--- src/rtl/fp_hazard_interlock.sv ---
module fp_hazard_interlock #(
  parameter int NREG    = 32,
  parameter int ADD_LAT = 4,
  parameter int MUL_LAT = 4,
  parameter int DIV_LAT = 6
) (
  input  logic                    clk,
  input  logic                    rst_n,
  input  logic                    id_valid,
  input  logic [1:0]              id_op,
  input  logic [$clog2(NREG)-1:0] id_dst,
  input  logic [$clog2(NREG)-1:0] id_src_a,
  input  logic [$clog2(NREG)-1:0] id_src_b,
  output logic                    stall,
  output logic                    launch,
  output logic                    sel_add,
  output logic                    sel_mul,
  output logic                    sel_div,
  output logic                    wb_valid,
  output logic [$clog2(NREG)-1:0] wb_dst
);
  localparam int RW   = $clog2(NREG);
  localparam int MAXL = (DIV_LAT > MUL_LAT) ? ((DIV_LAT > ADD_LAT) ? DIV_LAT : ADD_LAT)
                                            : ((MUL_LAT > ADD_LAT) ? MUL_LAT : ADD_LAT);
  localparam int LW   = $clog2(MAXL + 1);

  logic [MAXL:0]   slot_v;
  logic [RW-1:0]   slot_tag [MAXL:0];
  logic [MAXL:0]   slot_mul;
  logic [MAXL:0]   slot_div;
  logic [NREG-1:0] busy;
  logic            mul_busy, div_busy;

  logic            is_div, is_mul, is_add;
  logic [LW-1:0]   lat, lat_m1;
  logic            wb_is_mul, wb_is_div;
  logic            unit_blocked, slot_taken, raw, waw;

  assign is_div = id_op[1];
  assign is_mul = (id_op == 2'b01);
  assign is_add = (id_op == 2'b00);
  assign lat    = is_div ? LW'(DIV_LAT) : (is_mul ? LW'(MUL_LAT) : LW'(ADD_LAT));
  assign lat_m1 = lat - LW'(1);

  assign wb_is_mul = slot_v[0] & slot_mul[0];
  assign wb_is_div = slot_v[0] & slot_div[0];

  assign unit_blocked = (is_mul & mul_busy & ~wb_is_mul) | (is_div & div_busy & ~wb_is_div);
  assign slot_taken   = slot_v[lat];
  assign raw          = busy[id_src_a] | busy[id_src_b];
  assign waw          = busy[id_dst];

  assign stall   = id_valid & (raw | waw | unit_blocked | slot_taken);
  assign launch  = id_valid & ~stall;
  assign sel_add = launch & is_add;
  assign sel_mul = launch & is_mul;
  assign sel_div = launch & is_div;

  assign wb_valid = slot_v[0];
  assign wb_dst   = slot_tag[0];

  always_ff @(posedge clk or negedge rst_n) begin
    if (!rst_n) begin
      slot_v   <= '0;
      slot_mul <= '0;
      slot_div <= '0;
      for (int k = 0; k <= MAXL; k++) slot_tag[k] <= '0;
    end else begin
      for (int k = 0; k < MAXL; k++) begin
        slot_v[k]   <= slot_v[k+1];
        slot_mul[k] <= slot_mul[k+1];
        slot_div[k] <= slot_div[k+1];
        slot_tag[k] <= slot_tag[k+1];
      end
      slot_v[MAXL]   <= 1'b0;
      slot_mul[MAXL] <= 1'b0;
      slot_div[MAXL] <= 1'b0;
      slot_tag[MAXL] <= '0;
      if (launch) begin
        slot_v[lat_m1]   <= 1'b1;
        slot_mul[lat_m1] <= is_mul;
        slot_div[lat_m1] <= is_div;
        slot_tag[lat_m1] <= id_dst;
      end
    end
  end

  always_ff @(posedge clk or negedge rst_n) begin
    if (!rst_n) begin
      busy     <= '0;
      mul_busy <= 1'b0;
      div_busy <= 1'b0;
    end else begin
      busy <= (busy & ~((NREG'(slot_v[0])) << slot_tag[0]))
            | ((NREG'(launch)) << id_dst);
      if (launch & is_mul)  mul_busy <= 1'b1;
      else if (wb_is_mul)   mul_busy <= 1'b0;
      if (launch & is_div)  div_busy <= 1'b1;
      else if (wb_is_div)   div_busy <= 1'b0;
    end
  end
endmodule

--- config.mk ---
export PLATFORM = sky130hd
export DESIGN_NAME = fp_hazard_interlock
export DESIGN_NICKNAME = d
export VERILOG_FILES = /design/src/rtl/fp_hazard_interlock.sv
export SDC_FILE = /design/constraint.sdc
export NUM_CORES = 1
export LEC_CHECK = 0
export ABC_AREA = 1
export BUFFER_PORTS_ARGS = -buffer_cell sky130_fd_sc_hd__buf_2
export CORE_ASPECT_RATIO = 1.75
export CORE_MARGIN = 3
export CORE_UTILIZATION = 56
export CTS_CLUSTER_SIZE = 28
export DETAILED_ROUTE_END_ITERATION = 7
export PLACE_DENSITY = 0.75
export RECOVER_POWER = 100
export SYNTH_ARGS = -nofsm -noshare
export SYNTH_HDL_FRONTEND = slang
export SYNTH_SLANG_ARGS = --single-unit
export TNS_END_PERCENT = 10
--- constraint.sdc ---
create_clock -name clk -period 1.9 [get_ports clk]
set_input_delay 0.19 -clock clk [delete_from_list [all_inputs] [get_ports clk]]
set_output_delay 0.19 -clock clk [all_outputs]
set_load 0.005 [all_outputs]
==> flow_summary.ini <==
[yosys]
syn_area_per_cell_um2 = 8.118
synth_top_family_by_area = simple AND/OR/NAND/NOR gates
yosysSeqAreaShare = 0.4706
synthSimpleGateAreaFrac = 0.3256
synth-seq-cells = 80
synth_cell_type_count = 31
synth_edf_count = 0
synth_adder_area_share = 0
synth-main-ff-cell = dfrtp_1
synth-compound-area-share = 0.09118
syn_area_um2 = 4254
synth_xor_area_frac = 0
synthCells = 524
synthArstFlopShare = 1.000
synth.area.mux_share = 0
synth_warnings = 0
syn-num-nets = 544

[global_routing]
overflow = 0
grt_max_degree = 45
track_usage = 0.2909
antenna_found_initial = 0
grt_pass1_vias = 3896
grt_pass1_wl_um = 19220

[timing]
post-route-period-util = 1.192
setup_viol = 50
max_freq_mhz = 441.7
worst_slack_ps = -364.2
hold_viol = 0
slew_viol_final = 0
slew_headroom = 0.4175
worst_pin_slew_ps = 873.8
period_needed_ps = 2264
finClkSkew_ps = 4.289
timing.hold.ws_ps = 126.6
rsz0062_at_grt = true

[setup_path]
crit_fanout = 4
r2r-start = busy[24]
startpoint_type = flip-flop
required_ps = 1710
arrival_ps = 2070
max_stage_delay_ps = 400
reg2regPathDepth = 16
reg2reg_to = slot_tag[25]
rrSetupSlack_ps = -150
worstSetupPathType = flip-flop to output pin
cp-end-kind = output pin
slowest_stage = dfrtp_1
path_cells = inv_1 -> nand2_1 -> nand3_1 -> nand2_1 -> a21oi_2 -> nand2_1 -> nand3_2 -> nand2_4 -> nor2_8 -> nand2_4 -> nor2_4 -> nand2_4 -> nor2_4 -> buf_2

[cts]
path_clk_slew_ps = 50
clock_path_buffers = 2
cts_num_sinks = 80
cts_max_level = 3
cts-root-buf = clkbuf_16
cts_tree = done
clk_latency_ps = 330
cts_buffers = 9

[min_path]
min_path_type = input port to flip-flop
hold_end = slot_v[5]
worstHoldStart = id_op[1]
whs_path_depth = 3

[final_layout]
layout_commonest_cell = nand2_1
drive_above_1_share = 0.2838
fin_cells = 671
nets = 603
area_growth_pct = 18.41
most-common-layout-cells = nand2_1, dfrtp_1, nand3_1
diodes = 0

[route]
viasPerCell = 5.748
vias = 3857
routedWlPerCell_um = 17.49
routed_wl_um = 11740
final_antenna_net_count = 0
initialDrtViolationCount = 314
route.detailed.drc = 0
firstDrtPassIters = 5

[floorplan]
die_x_um = 71.89
die_h_um = 121.3
die_area_um2 = 8720
rows = 41
start_util = 0.5840
num_io_pins = 31
core_um2 = 7284

[placement]
dp_cells = 645
gp_congestion = 0.9285
port_buffers = 30
post-dp-hpwl_um = 8828

[flow_run]
drv_cap = 0

[power]
power.total_mw = 3.557
power_density_nw_per_um2 = 706.2
vdd_drop_max_uv = 843.8
leakagePower_nw = 2.400

[outcome]
violations = setup timing
run_status = complete, but fails checks
==> final cells by class <==
type / instances / area (µm²)
Multi-Input combinational cell: 352 / 1879
Tap cell: 86 / 107.6
Timing Repair Buffer: 83 / 585.6
Sequential cell: 80 / 2003
Inverter: 57 / 219.0
Fill cell: 578 / 2247
Clock buffer: 11 / 232.7
Clock inverter: 2 / 10.01
==> state kept, by name, indices dropped and copies added (netlist names) <==
| register | count |
|---|---|
| mul_busy | 1 |
| slot_div | 4 |
| wb_dst | 5 |
| slot_mul | 6 |
| slot_v | 6 |
| busy | 32 |
| slot_tag | 25 |
| div_busy | 1 |
==> worst max path at each step <==
stage,startpoint,slack [ps],depth (start not counted),to
2_1_floorplan,id_src_b[0],140,16,sel_mul
3_3_place_gp,id_dst[0],-220,15,sel_add
3_5_place_dp,id_dst[0],-290,15,sel_add
4_1_cts,busy[23],-370,14,sel_add
5_1_grt,busy[29],-460,14,sel_add
6_report,busy[24],-360,14,sel_add
==> what timing repair did <==
action | in CTS | in global routing
resized for setup | 24 | 28
hold buffers | 1 | 0
endpoints found under the hold margin | 36 | 0
endpoints found under the setup margin | 50 | 51
pin swaps | 14 | 24
setup buffers | 5 | 7
==> power breakdown <==
group          switching (mW)  leakage (nW)  internal [mW]
clock network           0.586         0.121          0.856
registers             0.00704         0.932           1.72
logic                   0.254          1.35          0.132
total                   0.847          2.40           2.71
==> per-layer routing <==
| layer | up-vias | wire, µm | track usage |
|---|---|---|---|
| met4 | 0 | 808 | 0.1988 |
| met5 | - | 0 | 0 |
| met3 | 53 | 473 | 0.03731 |
| li1 | 1822 | - | - |
| met1 | 1814 | 4162 | 0.3167 |
| met2 | 168 | 6290 | 0.5109 |
==> metrics by stage <==
stage / setup slack [ps] / instance area [µm²] / util / setup TNS (ps)
after floorplan: 136.2 / 4254 / - / 0
after global placement: -221.0 / 4608 / 0.6326 / -6735
after detailed placement: -291.5 / 4608 / 0.6326 / -8270
after CTS: -373.6 / 4937 / 0.6778 / -4687
after global routing: -457.9 / 5037 / 0.6915 / -10400
final: -364.2 / 5037 / 0.6915 / -5803
==> worst max-delay path, delay by kind of cell, from the launching register on <==
| kind | cells | cell delay, ps |
|---|---|---|
| AO/OA/AOI/OAI | 1 | 130 |
| buffers and inverters | 2 | 210 |
| AND/OR/NAND/NOR | 11 | 990 |
| flip-flops | 1 | 400 |
==> cells by family (layout without fill, tap and decap cells) <==
logic type      Yosys count  after routing
compound gates           67             67
flops                    80             80
buf+inv                  92            153
simple gates            284            284
other cells               1              1
==> synth_stat cells, types with 2 or more instances <==
library cell	number	area, µm²
a21oi_1	10	50.05
nand4_1	32	200.2
nand2_2	4	25.02
nand4_4	2	42.54
o211ai_1	9	67.56
buf_2	2	10.01
nor3_1	2	10.01
o21ai_2	6	52.55
buf_1	3	11.26
nand3_1	63	315.3
nor2_4	6	67.56
nand2_4	4	45.04
o21ai_1	4	20.02
buf_4	11	82.58
o21ai_0	37	185.2
clkbuf_1	8	30.03
inv_2	2	7.510
buf_6	9	101.4
dfrtp_1	80	2002
inv_1	53	198.9
nand2_1	153	574.3
nor2_1	13	48.80
nand3_2	3	30.03
Power figures use the tool's default switching activity.
